### src/rtl/dmag_pkg.sv
package dmag_pkg;
  localparam int ADDR_W = 12;
  localparam int OFS_W  = 8;
  localparam int BANK_W = ADDR_W - OFS_W;
  localparam int LIT_W  = 8;

  typedef logic [ADDR_W-1:0] addr_t;
  typedef logic [OFS_W-1:0]  ofs_t;
  typedef logic [BANK_W-1:0] bank_t;

  typedef enum logic [1:0] {
    SRC_BANKED = 2'd0,
    SRC_SHARED = 2'd1,
    SRC_DIRECT = 2'd2
  } addr_src_e;
endpackage

### src/rtl/dmag_bank_reg.sv
module dmag_bank_reg
  import dmag_pkg::*;
#(
  parameter int BW = BANK_W,
  parameter int LW = LIT_W
) (
  input  logic          clk,
  input  logic          rst_n,
  input  logic          ld,
  input  logic [LW-1:0] lit,
  output logic [BW-1:0] bank_q
);
  always_ff @(posedge clk or negedge rst_n) begin
    if (!rst_n)  bank_q <= '0;
    else if (ld) bank_q <= lit[BW-1:0];
  end

  a_r8_hold: assert property (@(posedge clk) disable iff (!rst_n)
    !ld |=> $stable(bank_q));
  a_r5_load: assert property (@(posedge clk) disable iff (!rst_n)
    ld |=> bank_q == $past(lit[BW-1:0]));
endmodule

### src/rtl/dmag_shared_map.sv
module dmag_shared_map
  import dmag_pkg::*;
#(
  parameter int AW = ADDR_W,
  parameter int OW = OFS_W
) (
  input  logic [OW-1:0] ofs,
  output logic [AW-1:0] addr
);
  localparam int HW = AW - OW;
  // Upper half of the offset range folds onto the top of memory.
  always_comb begin
    addr = {{HW{ofs[OW-1]}}, ofs};
  end
endmodule

### src/rtl/dmem_addr_gen.sv
module dmem_addr_gen
  import dmag_pkg::*;
(
  input  logic              clk,
  input  logic              rst_n,
  input  logic [OFS_W-1:0]  file_ofs,
  input  logic              banked,
  input  logic              bank_ld,
  input  logic [LIT_W-1:0]  bank_lit,
  input  logic              direct_sel,
  input  logic [ADDR_W-1:0] direct_addr,
  output logic [ADDR_W-1:0] dmem_addr
);
  bank_t     bank_q;
  addr_t     shared_addr;
  addr_src_e src;

  dmag_bank_reg #(.BW(BANK_W), .LW(LIT_W)) u_bank (
    .clk(clk), .rst_n(rst_n), .ld(bank_ld), .lit(bank_lit), .bank_q(bank_q)
  );

  dmag_shared_map #(.AW(ADDR_W), .OW(OFS_W)) u_map (
    .ofs(file_ofs), .addr(shared_addr)
  );

  always_comb begin
    if (direct_sel)  src = SRC_DIRECT;
    else if (banked) src = SRC_BANKED;
    else             src = SRC_SHARED;
  end

  always_comb begin
    unique case (src)
      SRC_DIRECT: dmem_addr = direct_addr;
      SRC_BANKED: dmem_addr = {bank_q, file_ofs};
      default:    dmem_addr = shared_addr;
    endcase
  end

  a_r2_banked: assert property (@(posedge clk) disable iff (!rst_n)
    (!direct_sel && banked) |-> dmem_addr == {bank_q, file_ofs});
  a_r3_low_half: assert property (@(posedge clk) disable iff (!rst_n)
    (!direct_sel && !banked && !file_ofs[OFS_W-1]) |-> dmem_addr[ADDR_W-1:OFS_W] == '0);
  a_r4_high_half: assert property (@(posedge clk) disable iff (!rst_n)
    (!direct_sel && !banked && file_ofs[OFS_W-1]) |-> dmem_addr[ADDR_W-1:OFS_W] == '1);
  a_r7_direct: assert property (@(posedge clk) disable iff (!rst_n)
    direct_sel |-> dmem_addr == direct_addr);
  a_r6_old_bank: assert property (@(posedge clk) disable iff (!rst_n)
    (bank_ld && !direct_sel && banked) |=> $past(dmem_addr[ADDR_W-1:OFS_W]) == $past(bank_q));
endmodule

### config.mk
export PLATFORM = sky130hd
export DESIGN_NAME = dmem_addr_gen
export DESIGN_NICKNAME = d
export VERILOG_FILES = /design/src/rtl/dmag_pkg.sv /design/src/rtl/dmag_bank_reg.sv /design/src/rtl/dmag_shared_map.sv /design/src/rtl/dmem_addr_gen.sv
export SDC_FILE = /design/constraint.sdc
export NUM_CORES = 1
export LEC_CHECK = 0
export ABC_CLOCK_PERIOD_IN_PS = 900
export BUFFER_PORTS_ARGS = -buffer_cell sky130_fd_sc_hd__buf_2
export CAP_MARGIN = 30
export CELL_PAD_IN_SITES_DETAIL_PLACEMENT = 0
export CELL_PAD_IN_SITES_GLOBAL_PLACEMENT = 1
export CORE_UTILIZATION = 20
export CTS_CLUSTER_SIZE = 30
export DETAILED_ROUTE_END_ITERATION = 10
export GPL_TIMING_DRIVEN = 0
export PLACE_DENSITY_LB_ADDON = 0.1
export SYNTH_ARGS = -nofsm -noshare
export SYNTH_HDL_FRONTEND = slang
export SYNTH_HIERARCHICAL = 1
export SYNTH_SLANG_ARGS = --single-unit
### constraint.sdc
create_clock -name clk -period 0.9 [get_ports clk]
set_clock_uncertainty 0.2 [all_clocks]
set_input_delay 0.135 -clock clk [delete_from_list [all_inputs] [get_ports clk]]
set_output_delay 0.135 -clock clk [all_outputs]
set_load 0.02 [all_outputs]
==> results of run 1 <==
==> area by class of cell <==
cell class,count,share of cell area [%]
Sequential cell,4,10.1
Multi-Input combinational cell,40,34.8
Clock buffer,3,2.27
Tap cell,28,3.53
Buffer,15,13.1
Timing Repair Buffer,45,36.3
==> kinds of logic (layout without fill, tap and decap cells) <==
group	count (synthesis)	count (layout)	share of synthesized area (%)
AOI/OAI and AO/OA	12	12	13.2
buffers and inverters	15	63	22.7
muxes	16	16	34.1
and+or+nand+nor	12	12	9.30
DFF	4	4	20.7
==> layer usage <==
metal	routed length [µm]	vias to the layer above
li1	-	290
met1	576	243
met4	0	0
met2	686	21
met3	86	0
met5	0	-
==> how the worst max path moves through the flow <==
stage | from | to | slack (ns) | cells past startpoint
final | u_bank/bank_q[2]$_DFFE_PN0P_ | dmem_addr[10] | -0.44 | 3
after global routing | u_bank/bank_q[0]$_DFFE_PN0P_ | dmem_addr[8] | -0.48 | 3
after CTS | u_bank/bank_q[3]$_DFFE_PN0P_ | dmem_addr[11] | -0.44 | 3
after detailed placement | direct_sel | dmem_addr[7] | -0.51 | 5
after global placement | direct_sel | dmem_addr[9] | -0.50 | 5
after floorplan | u_bank/bank_q[2]$_DFFE_PN0P_ | dmem_addr[10] | -0.05 | 2
==> worst reg2reg max path, delay by kind of cell (launching register included) <==
family / cells / cell delay (ns)
mux: 1 / 0.26
buf+inv: 1 / 0.13
flops: 1 / 0.37
==> repair_timing <==
| item | CTS | global route |
|---|---|---|
| setup endpoints to repair | 16 | 16 |
| buffers inserted | 2 | 1 |
| hold endpoints to repair | 8 | 4 |
| cloned | 1 | 0 |
| gates resized for setup | 35 | 11 |
==> stage by stage <==
step | worst slack, ns | instance area, µm² | hold WS (ns)
after floorplan | -0.0538 | 526 | -0.361
after global placement | -0.502 | 761 | -0.257
after CTS | -0.443 | 946 | -0.0667
final | -0.442 | 993 | -0.0579
after global routing | -0.485 | 993 | -0.0598
after detailed placement | -0.509 | 761 | -0.257
==> cells in the final DEF, fill, tap and decap left out <==
cell type / netlist / layout
clkbuf_8: 0 / 1
o21ai_2: 1 / 12
buf_4: 12 / 14
buf_12: 0 / 1
clkbuf_4: 0 / 3
buf_16: 0 / 1
dlygate4sd3_1: 0 / 1
buf_8: 0 / 1
mux2i_1: 12 / 7
mux2i_2: 0 / 5
mux2_2: 4 / 1
mux2_4: 0 / 3
nand2_1: 12 / 12
buf_2: 1 / 26
buf_6: 1 / 15
dfrtp_1: 4 / 4
==> synthesized netlist by cell type <==
cell	number
buf_4	12
mux2i_1	12
nand2_1	12
o21ai_1	9
dfrtp_1	4
mux2_2	4
o21ai_0	2
buf_2	1
buf_6	1
clkbuf_1	1
o21ai_2	1
==> power by group <==
part | switching (W) | total [W] | internal [W] | leakage, nW
clock network | 0.0000632 | 0.000212 | 0.000148 | 0.0138
logic | 0.000223 | 0.000536 | 0.000313 | 0.451
registers | 0.0000111 | 0.000210 | 0.000199 | 0.0468
total | 0.000297 | 0.000958 | 0.000660 | 0.512
==> summary.txt, run 1 <==
Worst setup path
  – CP Launch Type: flop
  – CP max stage cell: dfrtp_1
  – Crit path kind: flop to primary output
  – Crit path buffers/inverters: 1
  – R2R cell count: 2
  – Worst Path Required: 0.56 ns
  – Data arrival, critical path: 1.01 ns
  – Critical-path maximum fanout: 2
  – Worst path cell trace: mux2i_1, o21ai_2, buf_6
  – Endpoint type of the worst setup path: primary output
  – Largest delay share family, worst path: flip-flops
  – Crit path largest cell delay: around 0.38 ns
  – Reg2reg end: u_bank/bank_q[0]$_DFFE_PN0P_
  – Reg2Reg Setup Slack: -0.17 ns
  – R2R Path Start: u_bank/bank_q[0]$_DFFE_PN0P_

Floorplan
  – # IOs: 45
  – Rows: 17
  – Area of the core: 2250 µm²
  – Die X: slightly above 50 µm
  – Die Height: 51.2 µm
  – Die ar.: roughly 2600 µm²
  – Initial Util: 21.5%

Clock tree
  – Hold Buf Count CTS: 1
  – CTS Buf Count: 3
  – Clk Latency, worst-skew pair: ~0.23 ns
  – Clock root cell: clkbuf_4
  – Bufs on Longest Clock Path: 2
  – H-tree Lvls: 1
  – CTS tree: yes
  – CTS clk-pin slew, worst paths: 0.04 ns
  – Clock net sink count: 4

Global route
  – Met3 Use GR: less than 1%
  – Busiest grt layer: met2
  – Pin count of the biggest net entering global routing: 11
  – GRT Total Usage: 10.6%
  – Met1 usage: 12.8%
  – First-pass GRT wire length: 2.11 mm
  – M2 GR Usage: 19.5%
  – Number of global-route vias before repair: slightly above 500
  – Initial antenna violation count: 0
  – Gr ovfl total: 0

Placement
  – Routability congestion estimate: 0.576
  – Post-Place Cells: 127
  – IO Port Bufs: 40

Synth
  – Sequential area share after synthesis: about a fifth
  – Share of the synthesized area in the top cell type: 24.8%
  – FF+latch count, synth: 4
  – Post-Syn Area per Cell: between 8 and 9 µm²
  – Synthesized netlist cell count: 59
  – Synth area leaders: mux2i_1 25%, dfrtp_1 21%, buf_4 19%, o21ai_1 9.3%, mux2_2 9.3%
  – Post-synth top area cell: mux2i_1
  – Mapped cell area: 484 µm²
  – Synth unique cells: 11
  – Syn_nets: 92
  – YS warnings: 6

Power
  – P per Cell Area: 964 nW/µm²
  – Tot Pwr: 0.000958 W
  – Leak: 0.512 nW
  – Maximum VDD drop: ~0.00083 V

Worst hold path
  – Hold wc startpoint: bank_lit[0]
  – Min-Delay Path Class: input port to flop
  – Hold path depth: 2
  – Hold Path Sink: u_bank/bank_q[0]$_DFFE_PN0P_

Cells and area
  – Biggest regs: u_bank/bank_q (4)
  – Layout Cells excl Fill: 135
  – Util after Layout: between 40% and 50%
  – Area of the multi-input gates: 345 µm²
  – Ant diodes: 0
  – Area growth syn-to-layout: 105%
  – Largest Register: u_bank/bank_q
  – Fill cell count: 252
  – Register Area: 100 µm²
  – Fin nets: 142
  – Share of cells above drive strength 1: 77.6%
  – Max reg flops: 4

Drt
  – Residual DRC count: 0
  – Routed Antenna Nets: 0
  – Routed length per instance: around 10 µm
  – Final wirelength: 1.35 mm
  – Vias: roughly 550
  – Drt pass-1 iters: 3
  – Drt initial violations: 2
  – DR vias/cell: approximately 4.1

Flow run
  – Max-Cap Viols: 0

Timing
  – Max Fclk: 0.745 GHz
  – Worst-Margin Slew: 0.194 ns
  – Hold WS: -0.0579 ns
  – Setup slack after layout: -0.442 ns
  – TNS Setup: -3.87 ns
  – Final worst-path cycle share: 149%
  – Endpoints failing hold: 4
  – Slew Viols, Final: 0
  – Fin crit period: between 1 and 1.5 ns
  – Worst slew margin: 86.7%
  – Final setup violation count: 16
  – RSZ-0062 raised after global routing: yes

Status
  – Failing checks: negative hold slack, negative setup slack
  – Status: finished, violations left
Power figures use the tool's default switching activity.
==> run 2, diff against run 1 <==
--- a/config.mk
+++ b/config.mk
@@ -10,6 +10,7 @@
 export CAP_MARGIN = 30
 export CELL_PAD_IN_SITES_DETAIL_PLACEMENT = 0
 export CELL_PAD_IN_SITES_GLOBAL_PLACEMENT = 1
+export CORE_MARGIN = 4
 export CORE_UTILIZATION = 20
 export CTS_CLUSTER_SIZE = 30
 export DETAILED_ROUTE_END_ITERATION = 10
==> summary.txt, run 2 (synthesis gave the netlist of run 1 again) <==
Power
  – Clock Power Share: 23.2%
  – Power share of the combinational group: 54.7%
  – Leak: 0.490 nW
  – Sequential power share: around 22%
  – Pint: around 0.00064 W
  – Switching share of power: 31.7%
  – P per Cell Area: between 900 and 1000 nW/µm²
  – Maximum VDD drop: 0.000721 V
  – NetSw: 0.000298 W

Drt
  – Residual DRC count: 0
  – Drt initial violations: 17
  – Vias: roughly 540
  – Final wirelength: 1.44 mm
  – Routed Antenna Nets: 0
  – DR vias/cell: between 4 and 5
  – Drt pass-1 iters: 3
  – Routed length per instance: around 11 µm

Timing
  – Setup slack after layout: -0.443 ns
  – Worst-Margin Slew: 0.202 ns
  – Final worst-path cycle share: 149%
  – Hold WS: -0.0674 ns
  – Worst slew margin: 86.1%
  – RSZ-0062 raised after global routing: yes
  – Slew Viols, Final: 0
  – Endpoints failing hold: 4
  – Fin crit period: 1.34 ns
  – Max Fclk: 0.744 GHz
  – Final setup violation count: 16

Clock tree
  – Clk Latency, worst-skew pair: about 0.23 ns
  – H-tree Lvls: 1
  – CTS clk-pin slew, worst paths: 0.03 ns
  – Bufs on Longest Clock Path: 2
  – CTS tree: yes
  – Clock net sink count: 4
  – Clock root cell: clkbuf_4
  – Hold Buf Count CTS: 1
  – CTS Buf Count: 3

Worst hold path
  – Min-Delay Path Class: input port to flop
  – Hold path depth: 2

Worst setup path
  – Data arrival, critical path: 1.01 ns
  – Reg2reg end: u_bank/bank_q[2]$_DFFE_PN0P_
  – CP endpoint: dmem_addr[10]
  – R2R Path Start: u_bank/bank_q[2]$_DFFE_PN0P_
  – Endpoint type of the worst setup path: primary output
  – Reg2Reg Setup Slack: -0.16 ns
  – CP Launch Type: flop
  – R2R cell count: 2
  – Crit path kind: flop to primary output
  – Critical-path maximum fanout: 2
  – CP Launch Point: u_bank/bank_q[2]$_DFFE_PN0P_
  – Worst Path Required: 0.56 ns

Global route
  – GRT Total Usage: between 8 and 9%
  – Pin count of the biggest net entering global routing: 11
  – Number of global-route vias before repair: 520
  – Initial antenna violation count: 0
  – Gr ovfl total: 0
  – First-pass GRT wire length: 2.19 mm

Floorplan
  – Die Height: between 50 and 60 µm
  – Area of the core: 2250 µm²
  – Die X: between 50 and 60 µm
  – Initial Util: 21.5%
  – Rows: 17
  – # IOs: 45
  – Die ar.: about 3300 µm²

Placement
  – IO Port Bufs: 40
  – Final HPWL DP: about 1.1 mm
  – Routability congestion estimate: between 0.6 and 0.7
  – Placed Area: 761 µm²

Status
  – Failing checks: negative hold slack, negative setup slack
  – Status: finished, violations left

Cells and area
  – Fin area: 967 µm²
  – Commonest cells after routing, fill and taps aside: 25 x buf_2, 15 x buf_4, 13 x buf_6
  – Biggest regs: u_bank/bank_q (4)
  – Area growth syn-to-layout: 99.7%
  – Max reg flops: 4
  – Ant diodes: 0
  – Share of cells above drive strength 1: 77.1%
  – Largest Register: u_bank/bank_q
  – Commonest non-fill, non-tap cell in the layout: buf_2
  – Util after Layout: between 40% and 50%
  – Fin nets: 140

Flow run
  – Max-Cap Viols: 0
==> run 2: critical path, stage by stage (launching register included) <==
cell,delay [ns]
dfrtp_1,0.37
mux2i_1,0.20
o21ai_2,0.08
buf_6,0.13
==> run 2: layer usage <==
layer  share of wire (%)  GRT usage [%]  routed length (µm)  vias up
met4                0.97           4.97                  14        0
met5                   0              0                   0        -
met1                  41           9.61                 595      232
met3                 8.1           1.13                 116        2
met2                  50           15.0                 713       23
li1                    -              -                   -      286
==> run 2: through the flow <==
step / TNS, ns / power [W] / std cells / setup slack, ns / hold slack, ns
global placement: -5.90 / 0.000592 / 127 / -0.503 / -0.256
global route: -4.12 / 0.00100 / 133 / -0.491 / -0.0807
CTS: -3.69 / 0.000943 / 133 / -0.445 / -0.0736
detailed placement: -5.74 / 0.000596 / 127 / -0.496 / -0.257
floorplan: -0.710 / 0.000452 / 59 / -0.0538 / -0.361
finish: -3.59 / 0.000938 / 133 / -0.443 / -0.0674
==> run 2: power by group through the flow <==
| stage | combinational (W) | sequential, W | clock [W] |
|---|---|---|---|
| 3_5_place_dp | 0.000385 | 0.000210 | 0 |
| 4_1_cts | 0.000506 | 0.000208 | 0.000229 |
| 3_3_place_gp | 0.000382 | 0.000210 | 0 |
| 5_1_grt | 0.000546 | 0.000210 | 0.000245 |
| 6_report | 0.000513 | 0.000208 | 0.000218 |
| 2_1_floorplan | 0.000245 | 0.000207 | 0 |
==> run 2: layout make-up <==
cell class	count	area [µm²]
Buffer	15	135
Clock buffer	3	22.5
Fill cell	251	1290
Multi-Input combinational cell	40	334
Sequential cell	4	100
Tap cell	28	35.0
Timing Repair Buffer	43	340
==> run 2: how the worst min path moves through the flow <==
stage / from / to / slack [ns]
4_1_cts: bank_lit[1] / u_bank/bank_q[1]$_DFFE_PN0P_ / -0.07
6_report: bank_lit[2] / u_bank/bank_q[2]$_DFFE_PN0P_ / -0.07
3_5_place_dp: rst_n / u_bank/bank_q[1]$_DFFE_PN0P_ / -0.26
3_3_place_gp: rst_n / u_bank/bank_q[1]$_DFFE_PN0P_ / -0.26
2_1_floorplan: rst_n / u_bank/bank_q[0]$_DFFE_PN0P_ / -0.36
5_1_grt: bank_lit[1] / u_bank/bank_q[1]$_DFFE_PN0P_ / -0.08
==> run 2: what timing repair did <==
action                                 CTS  global route
cloned                                   1             0
setup endpoints to repair               16            16
pin swaps                                0             0
buffers inserted                         1             0
endpoints found under the hold margin    8             4
resized for setup                       38             6
==> run 3, diff against run 2 <==
--- a/config.mk
+++ b/config.mk
@@ -16,6 +16,7 @@
 export DETAILED_ROUTE_END_ITERATION = 10
 export GPL_TIMING_DRIVEN = 0
 export PLACE_DENSITY_LB_ADDON = 0.1
+export SKIP_LAST_GASP = 1
 export SYNTH_ARGS = -nofsm -noshare
 export SYNTH_HDL_FRONTEND = slang
 export SYNTH_HIERARCHICAL = 1
==> summary.txt, run 3 (synthesis gave the netlist of run 1 again) <==
Worst setup path
  – R2R cell count: 2
  – Crit path kind: flop to primary output
  – Critical-path maximum fanout: 2
  – Data arrival, critical path: 1.00 ns
  – CP Launch Type: flop
  – Worst Path Required: 0.56 ns
  – Endpoint type of the worst setup path: primary output

Global route
  – First-pass GRT wire length: ~2.2 mm
  – Pin count of the biggest net entering global routing: 11
  – Number of global-route vias before repair: 520
  – Gr ovfl total: 0
  – GRT Total Usage: under 10%
  – Initial antenna violation count: 0

Clock tree
  – H-tree Lvls: 1
  – CTS tree: yes
  – Clock net sink count: 4
  – Clock root cell: clkbuf_4
  – Hold Buf Count CTS: 1
  – CTS Buf Count: 3
  – Bufs on Longest Clock Path: 2
  – CTS clk-pin slew, worst paths: roughly 0.03 ns
  – Clk Latency, worst-skew pair: 0.23 ns

Placement
  – Final HPWL DP: 1.11 mm
  – IO Port Bufs: 40
  – Post-Place Cells: 127
  – Routability congestion estimate: approximately 0.67

Cells and area
  – Ant diodes: 0
  – Commonest cells after routing, fill and taps aside: 26 x buf_2, 14 x buf_4, 13 x buf_6
  – Area growth syn-to-layout: 98.2%
  – Fin nets: 140
  – Max reg flops: 4
  – Layout Cells excl Fill: 133
  – Area of the multi-input gates: 334 µm²
  – Largest Register: u_bank/bank_q
  – Register Area: 100 µm²
  – Commonest non-fill, non-tap cell in the layout: buf_2
  – Share of cells above drive strength 1: 77.1%
  – Fill cell count: 251
  – Biggest regs: u_bank/bank_q (4)

Timing
  – Final setup violation count: 16
  – Setup slack after layout: -0.437 ns
  – Final worst-path cycle share: 149%
  – Worst-Margin Slew: 0.192 ns
  – Max Fclk: 0.748 GHz
  – Slew Viols, Final: 0
  – Endpoints failing hold: 4
  – Fin crit period: 1.34 ns
  – RSZ-0062 raised after global routing: yes
  – Hold WS: -0.0674 ns
  – Worst slew margin: 86.8%

Drt
  – Routed Antenna Nets: 0
  – Routed length per instance: 10.8 µm
  – Final wirelength: 1.44 mm
  – DR vias/cell: 4.04
  – Residual DRC count: 0
  – Drt initial violations: 17
  – Vias: 537
  – Drt pass-1 iters: 2

Floorplan
  – Die ar.: roughly 3300 µm²
  – Initial Util: 21.5%
  – Die X: 57.2 µm
  – Die Height: 57.2 µm
  – Area of the core: 2250 µm²
  – # IOs: between 40 and 50
  – Rows: 17

Worst hold path
  – Hold path depth: 2
  – Min-Delay Path Class: input port to flop

Status
  – Failing checks: negative hold slack, negative setup slack
  – Status: finished, violations left

Power
  – Tot Pwr: 0.000934 W
  – Leak: 0.487 nW
  – Maximum VDD drop: 0.000721 V
  – P per Cell Area: 973 nW/µm²

Flow run
  – Max-Cap Viols: 0
==> run 3: stage by stage <==
step | TNS [ns] | setup slack [ns] | hold WS (ns) | util [%] | area (µm²)
floorplan | -0.710 | -0.0538 | -0.361 | - | 526
global placement | -5.90 | -0.503 | -0.256 | 33.7 | 761
detailed placement | -5.74 | -0.496 | -0.257 | 33.7 | 761
CTS | -3.76 | -0.445 | -0.0736 | 42.0 | 946
global route | -4.19 | -0.491 | -0.0807 | 42.6 | 960
finish | -3.63 | -0.437 | -0.0674 | 42.6 | 960
==> run 3: where the power goes <==
| part | leakage (nW) | internal (W) | switching (W) |
|---|---|---|---|
| clock network | 0.0138 | 0.000149 | 0.0000687 |
| logic | 0.426 | 0.000288 | 0.000220 |
| registers | 0.0468 | 0.000199 | 0.00000870 |
==> run 3: path summary, 6_finish.rpt <==
| kind | start | slack (ns) | to |
|---|---|---|---|
| worst max-delay path | u_bank/bank_q[2]$_DFFE_PN0P_ | -0.44 | dmem_addr[10] |
| worst min-delay path | bank_lit[2] | -0.07 | u_bank/bank_q[2]$_DFFE_PN0P_ |
| worst max register to register | u_bank/bank_q[2]$_DFFE_PN0P_ | -0.16 | u_bank/bank_q[2]$_DFFE_PN0P_ |
| worst min register to register | u_bank/bank_q[3]$_DFFE_PN0P_ | 0.30 | u_bank/bank_q[3]$_DFFE_PN0P_ |
| max in group asynchronous | rst_n | 0.36 | u_bank/bank_q[3]$_DFFE_PN0P_ |
| min in group asynchronous | rst_n | 0.03 | u_bank/bank_q[1]$_DFFE_PN0P_ |
==> run 3: what timing repair did <==
action | 4_1_cts | 5_1_grt
setup buffers | 1 | 0
setup endpoints to repair | 16 | 16
gates resized for setup | 37 | 4
pin swaps | 0 | 0
endpoints found under the hold margin | 8 | 4
cloned | 1 | 0
==> run 3: worst max-delay path, cell delays in order (launching register included) <==
cell	delay, ns
dfrtp_1	0.37
mux2i_1	0.19
o21ai_2	0.08
buf_6	0.13
==> run 3: cell type report <==
type                    instances  area share (%)
plain buffers                  15            14.1
well taps                      28            3.65
clock buffers                   3            2.35
multi-input cells              40            34.8
repair buffers                 43            34.7
flip-flops and latches          4            10.4
==> run 3: per-layer routing <==
layer | share of wire, % | vias up | GRT usage, %
met5 | 0 | - | 0
met4 | 0.98 | 0 | 4.97
met3 | 8.1 | 2 | 1.13
met2 | 49 | 23 | 15.0
met1 | 42 | 227 | 9.61
li1 | - | 285 | -
